[src/rtl/irqc_pkg.sv]
package irqc_pkg;

    localparam int NUM_SLOTS      = 16;
    localparam int IDX_W          = $clog2(NUM_SLOTS);
    localparam int TRAP_IDX       = 1;
    localparam int WDOG_IDX       = 2;
    localparam int FIRST_MASKABLE = 3;

    typedef logic [NUM_SLOTS-1:0] slot_vec_t;
    typedef logic [IDX_W-1:0]     slot_idx_t;

    typedef enum logic [1:0] {
        SEL_LATCH  = 2'd0,
        SEL_ENABLE = 2'd1,
        SEL_MASTER = 2'd2,
        SEL_NONE   = 2'd3
    } reg_sel_e;

    typedef struct packed {
        logic      valid;
        logic      is_trap;
        slot_idx_t idx;
    } grant_t;

    function automatic slot_vec_t latch_mask();
        slot_vec_t m;
        for (int i = 0; i < NUM_SLOTS; i++) begin
            m[i] = (i >= WDOG_IDX);
        end
        return m;
    endfunction

    function automatic slot_vec_t enable_mask();
        slot_vec_t m;
        for (int i = 0; i < NUM_SLOTS; i++) begin
            m[i] = (i >= FIRST_MASKABLE);
        end
        return m;
    endfunction

    function automatic logic [15:0] vector_of(input logic [15:0] base,
                                              input logic [15:0] step,
                                              input slot_idx_t idx);
        return base - step * 16'(idx);
    endfunction

endpackage

[src/rtl/irqc_latch_bank.sv]
module irqc_latch_bank
    import irqc_pkg::*;
(
    input  logic      clk,
    input  logic      rst,
    input  slot_vec_t set_mask,
    input  slot_vec_t clr_mask,
    output slot_vec_t latch_q
);

    localparam slot_vec_t LMASK = latch_mask();

    // A set in the same cycle overrides any clear.
    always_ff @(posedge clk) begin
        if (rst) begin
            latch_q <= '0;
        end else begin
            latch_q <= ((latch_q & ~clr_mask) | set_mask) & LMASK;
        end
    end

endmodule

[src/rtl/irqc_ctrl_regs.sv]
module irqc_ctrl_regs
    import irqc_pkg::*;
(
    input  logic      clk,
    input  logic      rst,
    input  logic      wr_en,
    input  reg_sel_e  wr_sel,
    input  slot_vec_t wr_data,
    input  logic      accept,
    output slot_vec_t en_q,
    output logic      imf_q
);

    localparam slot_vec_t EMASK = enable_mask();

    always_ff @(posedge clk) begin
        if (rst) begin
            en_q <= '0;
        end else if (wr_en && wr_sel == SEL_ENABLE) begin
            en_q <= wr_data & EMASK;
        end
    end

    // Accept drops the master flag, and it wins over a simultaneous write.
    always_ff @(posedge clk) begin
        if (rst) begin
            imf_q <= 1'b0;
        end else if (accept) begin
            imf_q <= 1'b0;
        end else if (wr_en && wr_sel == SEL_MASTER) begin
            imf_q <= wr_data[0];
        end
    end

endmodule

[src/rtl/irqc_prio_pick.sv]
module irqc_prio_pick
    import irqc_pkg::*;
(
    input  slot_vec_t latch_q,
    input  slot_vec_t en_q,
    input  logic      imf_q,
    input  logic      trap,
    output grant_t    grant
);

    slot_vec_t eligible;

    for (genvar g = 0; g < NUM_SLOTS; g++) begin : g_elig
        if (g == WDOG_IDX) begin : g_nmi
            assign eligible[g] = latch_q[g];
        end else if (g >= FIRST_MASKABLE) begin : g_mask
            assign eligible[g] = latch_q[g] & en_q[g] & imf_q;
        end else begin : g_none
            assign eligible[g] = 1'b0;
        end
    end

    // Scan from lowest priority upward so the lowest index lands last.
    always_comb begin
        grant = '0;
        for (int i = NUM_SLOTS - 1; i >= WDOG_IDX; i--) begin
            if (eligible[i]) begin
                grant.valid   = 1'b1;
                grant.is_trap = 1'b0;
                grant.idx     = slot_idx_t'(i);
            end
        end
        if (trap) begin
            grant.valid   = 1'b1;
            grant.is_trap = 1'b1;
            grant.idx     = slot_idx_t'(TRAP_IDX);
        end
    end

endmodule

[src/rtl/vec_irq_ctrl.sv]
module vec_irq_ctrl
    import irqc_pkg::*;
#(
    parameter logic [15:0] VEC_BASE = 16'hFFFE,
    parameter logic [15:0] VEC_STEP = 16'd2
) (
    input  logic        clk,
    input  logic        rst,
    input  logic [15:0] req_i,
    input  logic        trap_i,
    input  logic        ack_i,
    input  logic        reg_we,
    input  logic [1:0]  reg_sel,
    input  logic [15:0] reg_wdata,
    output logic [15:0] reg_rdata,
    output logic        irq_valid,
    output logic [15:0] irq_vector
);

    localparam slot_vec_t LMASK = latch_mask();

    reg_sel_e  sel;
    slot_vec_t latch_q;
    slot_vec_t en_q;
    logic      imf_q;
    grant_t    grant;
    slot_idx_t win_idx;
    logic      accept;
    slot_vec_t sw_clr;
    slot_vec_t acc_clr;
    slot_vec_t set_mask;

    assign sel      = reg_sel_e'(reg_sel);
    assign win_idx  = grant.idx;
    assign accept   = ack_i & grant.valid;
    assign set_mask = req_i & LMASK;
    assign sw_clr   = (reg_we && sel == SEL_LATCH) ? ~reg_wdata : '0;
    assign acc_clr  = (accept && !grant.is_trap) ? (slot_vec_t'(1) << win_idx) : '0;

    irqc_latch_bank u_latch (
        .clk      (clk),
        .rst      (rst),
        .set_mask (set_mask),
        .clr_mask (sw_clr | acc_clr),
        .latch_q  (latch_q)
    );

    irqc_ctrl_regs u_regs (
        .clk     (clk),
        .rst     (rst),
        .wr_en   (reg_we),
        .wr_sel  (sel),
        .wr_data (reg_wdata),
        .accept  (accept),
        .en_q    (en_q),
        .imf_q   (imf_q)
    );

    irqc_prio_pick u_pick (
        .latch_q (latch_q),
        .en_q    (en_q),
        .imf_q   (imf_q),
        .trap    (trap_i),
        .grant   (grant)
    );

    assign irq_valid  = grant.valid;
    assign irq_vector = grant.valid ? vector_of(VEC_BASE, VEC_STEP, win_idx) : '0;

    always_comb begin
        unique case (sel)
            SEL_LATCH:  reg_rdata = latch_q;
            SEL_ENABLE: reg_rdata = en_q;
            SEL_MASTER: reg_rdata = {15'd0, imf_q};
            default:    reg_rdata = '0;
        endcase
    end

endmodule

[config.mk]
export PLATFORM = sky130hd
export DESIGN_NAME = vec_irq_ctrl
export DESIGN_NICKNAME = d
export VERILOG_FILES = /design/src/rtl/irqc_pkg.sv /design/src/rtl/irqc_latch_bank.sv /design/src/rtl/irqc_ctrl_regs.sv /design/src/rtl/irqc_prio_pick.sv /design/src/rtl/vec_irq_ctrl.sv
export SDC_FILE = /design/constraint.sdc
export NUM_CORES = 1
export LEC_CHECK = 0
export BUFFER_PORTS_ARGS = -buffer_cell sky130_fd_sc_hd__buf_4
export CORE_MARGIN = 1
export CORE_UTILIZATION = 52
export CTS_CLUSTER_DIAMETER = 80
export DETAILED_ROUTE_END_ITERATION = 8
export PLACE_DENSITY = 0.93
export SYNTH_ARGS = -nofsm -noshare
export SYNTH_HDL_FRONTEND = slang
export SYNTH_SLANG_ARGS = --single-unit
[constraint.sdc]
create_clock -name clk -period 5 [get_ports clk]
set_input_delay 0.25 -clock clk [delete_from_list [all_inputs] [get_ports clk]]
set_output_delay 0.25 -clock clk [all_outputs]
set_load 0.05 [all_outputs]
==> flow_summary_export.csv <==
group,metric,value,unit
run_status,run_status,"finished clean",
cells_and_area,finalNonFillerCells,325,
routing,routed_via_density,5.84,
yosys,synth_flop_cell,"dfxtp_1",
worst_setup_path,cp-start-kind,"register",
global_routing,antenna_found_initial,0,
routing,drt_iter0_markers,154,
floorplan,die_w,60.7,um
run,cap_violations,0,
floorplan,core,3150,um2
power,clockPowerShare,18.8,%
worst_setup_path,crit_path_max_incr_delay,0.44,ns
routing,vias,1897,
floorplan,die_area,3690,um2
placed_design,numPlacedInstances,322,
cells_and_area,antenna_cells,0,
worst_hold_path,min_path_type,"primary input to register",
cells_and_area,multi_input_area,1060,um2
yosys,syn_area,1790,um2
routing,post_drt_wl_per_cell,14.9,um
routing,drc_errors,0,
placed_design,hpwl,3510,um
yosys,synthDistinctLibCells,52,
power,switching_share,36.5,%
sta,max_slew.worst_pin.slew,0.951,ns
yosys,synth_top_area_share,31.2,%
power,p_comb_share,32.7,%
sta,fin_crit,2.50,ns
power,p_leak,0.927,nW
clocking,cts_setup_buffers,0,
clocking,cts_root_buf,"clkbuf_4",
floorplan,rows,20,
routing,ant_nets,0,
power,p_seq_share,48.6,%
sta,period_share,50.0,%
floorplan,die_h,60.7,um
clocking,clk_pin_slew,0.15,ns
worst_setup_path,cp-end-kind,"output port",
clocking,clock_sinks,28,
power,p_switching,187,uW
yosys,yosys_warnings,0,
worst_setup_path,worstPathRequired,4.75,ns
worst_setup_path,crit_chain,"nand2_1, a32o_1, a211o_1, a21oi_4, nor2_1, and2_1, buf_4",
cells_and_area,final_nets,322,
global_routing,grt_first_pass_wirelength,7450,um
sta,hold_ws,0.0698,ns
clocking,cts.repair.resized,0,
yosys,yosys.area.top_type,"dfxtp_1",
sta,fin_tns_setup,0,ns
sta,setup_viol,0,
yosys,syn_area_per_cell,7.67,um2
sta,finalHoldViolCount,0,
floorplan,io_pins,72,
global_routing,grt_max_degree,29,
sta,rsz0062_at_grt,"no",
yosys,synth-async-reset-ratio,0,%
worst_setup_path,cpMaxStageDelayCell,"dfxtp_1",
worst_setup_path,worst-path-max-fanout,10,
clocking,cts.path.max_buffers,2,
clocking,holdBufCountCts,0,
worst_setup_path,critPathKind,"register to output port",
cells_and_area,syn2layout_area_growth,23.6,%
global_routing,overflow,0,
cells_and_area,drive_above_1_share,29.5,%
global_routing,grt_usage,27.1,%
yosys,ys_top_cells_by_count,"nand2_1, nor2_1, dfxtp_1, a21oi_1",
placed_design,routabilityCongestion,0.922,
cells_and_area,nFillCells,283,
cells_and_area,final-seq-area,561,um2
yosys,synth.most_common_cell,"nand2_1",
clocking,cts_tree,"built",
clocking,worst_skew_pair.late_latency,0.34,ns
routing,drtPass1Iterations,5,
yosys,synth_edf_count,0,
worst_setup_path,cp.arrival,2.25,ns
yosys,synth_cells,234,
yosys,ys_ff_latch,28,
sta,fin_worst_skew,0.0151,ns
sta,clock.fmax,0.400,GHz
sta,maxSlewViolCount,0,
clocking,cts_made_buffers,3,
placed_design,portBuffers,66,
yosys,ys_seq_area_share,31.2,%
global_routing,grt_pass1_vias,1665,
yosys,yosys-top-cells-area,"dfxtp_1, nand2_1, nor2_1",
power,p_int,325,uW
power,ir_drop,0.000123,V
floorplan,initial_core_util,56.9,%
routing,wirelength,4860,um
sta,slew_headroom,36.4,%
clocking,h-tree-depth,1,
power,power.density,231,nW/um2
worst max-delay path, delay by kind of cell, from the launching register on:
kind | cells | cell delay, ns
AOI/OAI and AO/OA | 3 | 0.95
and+or+nand+nor | 3 | 0.33
DFF | 1 | 0.44
buffers and inverters | 1 | 0.18
per-layer routing:
layer  global-route usage [%]  routed length (um)
met1                     36.3                2030
met2                     45.1                2310
met3                     3.20                 426
met4                     9.42                  87
met5                        0                   0
cell families (layout without fill, tap and decap cells):
family | Yosys count | after routing | synth area share [%]
simple gates | 100 | 100 | 26.1
mux | 13 | 13 | 7.25
other cells | 1 | 2 | 0.209
buf+inv | 30 | 76 | 9.97
flops | 28 | 28 | 31.2
compound gates | 62 | 62 | 25.2
cell usage in the layout, fill, tap and decap left out, types with 2 or more instances in the layout:
cell / n
a211oi_1: 2
a21oi_1: 18
a22oi_1: 3
a311oi_1: 2
a31oi_1: 4
a32oi_1: 3
and2_1: 2
buf_4: 66
clkbuf_4: 3
conb_1: 2
dfxtp_1: 28
inv_1: 6
mux2i_1: 13
nand2_1: 40
nand2b_1: 3
nand3_1: 2
nor2_1: 35
nor3_1: 3
nor4_1: 3
o21a_1: 9
o21ai_0: 5
or2_2: 2
registers in the layout, summed over array words and instances, names as in the netlist:
name,count
u_regs.en_q,13
u_latch.latch_q,14
u_regs.imf_q,1
path summary, 6_finish.rpt:
kind                                 from                            end  slack (ns)  cells after the start
max           u_regs.en_q[7]$_SDFFE_PP0P_                  irq_vector[1]        2.50                      7
min                                 ack_i      u_regs.imf_q$_SDFFE_PP0P_        0.07                      2
max reg2reg   u_regs.en_q[7]$_SDFFE_PP0P_  u_latch.latch_q[9]$_SDFF_PP0_        3.09                      6
min reg2reg  u_regs.en_q[12]$_SDFFE_PP0P_   u_regs.en_q[12]$_SDFFE_PP0P_        0.49                      2
final cells by class:
class / instances / share of cell area, %
Clock buffer: 3 / 1.02
Inverter: 7 / 1.18
Multi-Input combinational cell: 177 / 47.7
Sequential cell: 28 / 25.3
Tap cell: 44 / 2.48
Timing Repair Buffer: 66 / 22.3
power groups by stage:
stage / sequential (mW) / clock [mW] / combinational [mW]
final: 0.248 / 0.0959 / 0.167
after global routing: 0.250 / 0.102 / 0.176
after CTS: 0.248 / 0.0945 / 0.167
after detailed placement: 0.253 / 0 / 0.167
after global placement: 0.252 / 0 / 0.164
after floorplan: 0.250 / 0 / 0.122
metrics by stage:
step	area (um2)	total power, mW	utilization (%)	worst slack [ns]
finish	2220	0.511	70.4	2.50
global route	2220	0.528	70.4	2.38
CTS	2220	0.509	70.4	2.50
detailed placement	2200	0.419	69.6	2.89
global placement	2200	0.416	69.6	2.95
floorplan	1800	0.371	-	2.69
(Power assumes the default switching activity.)
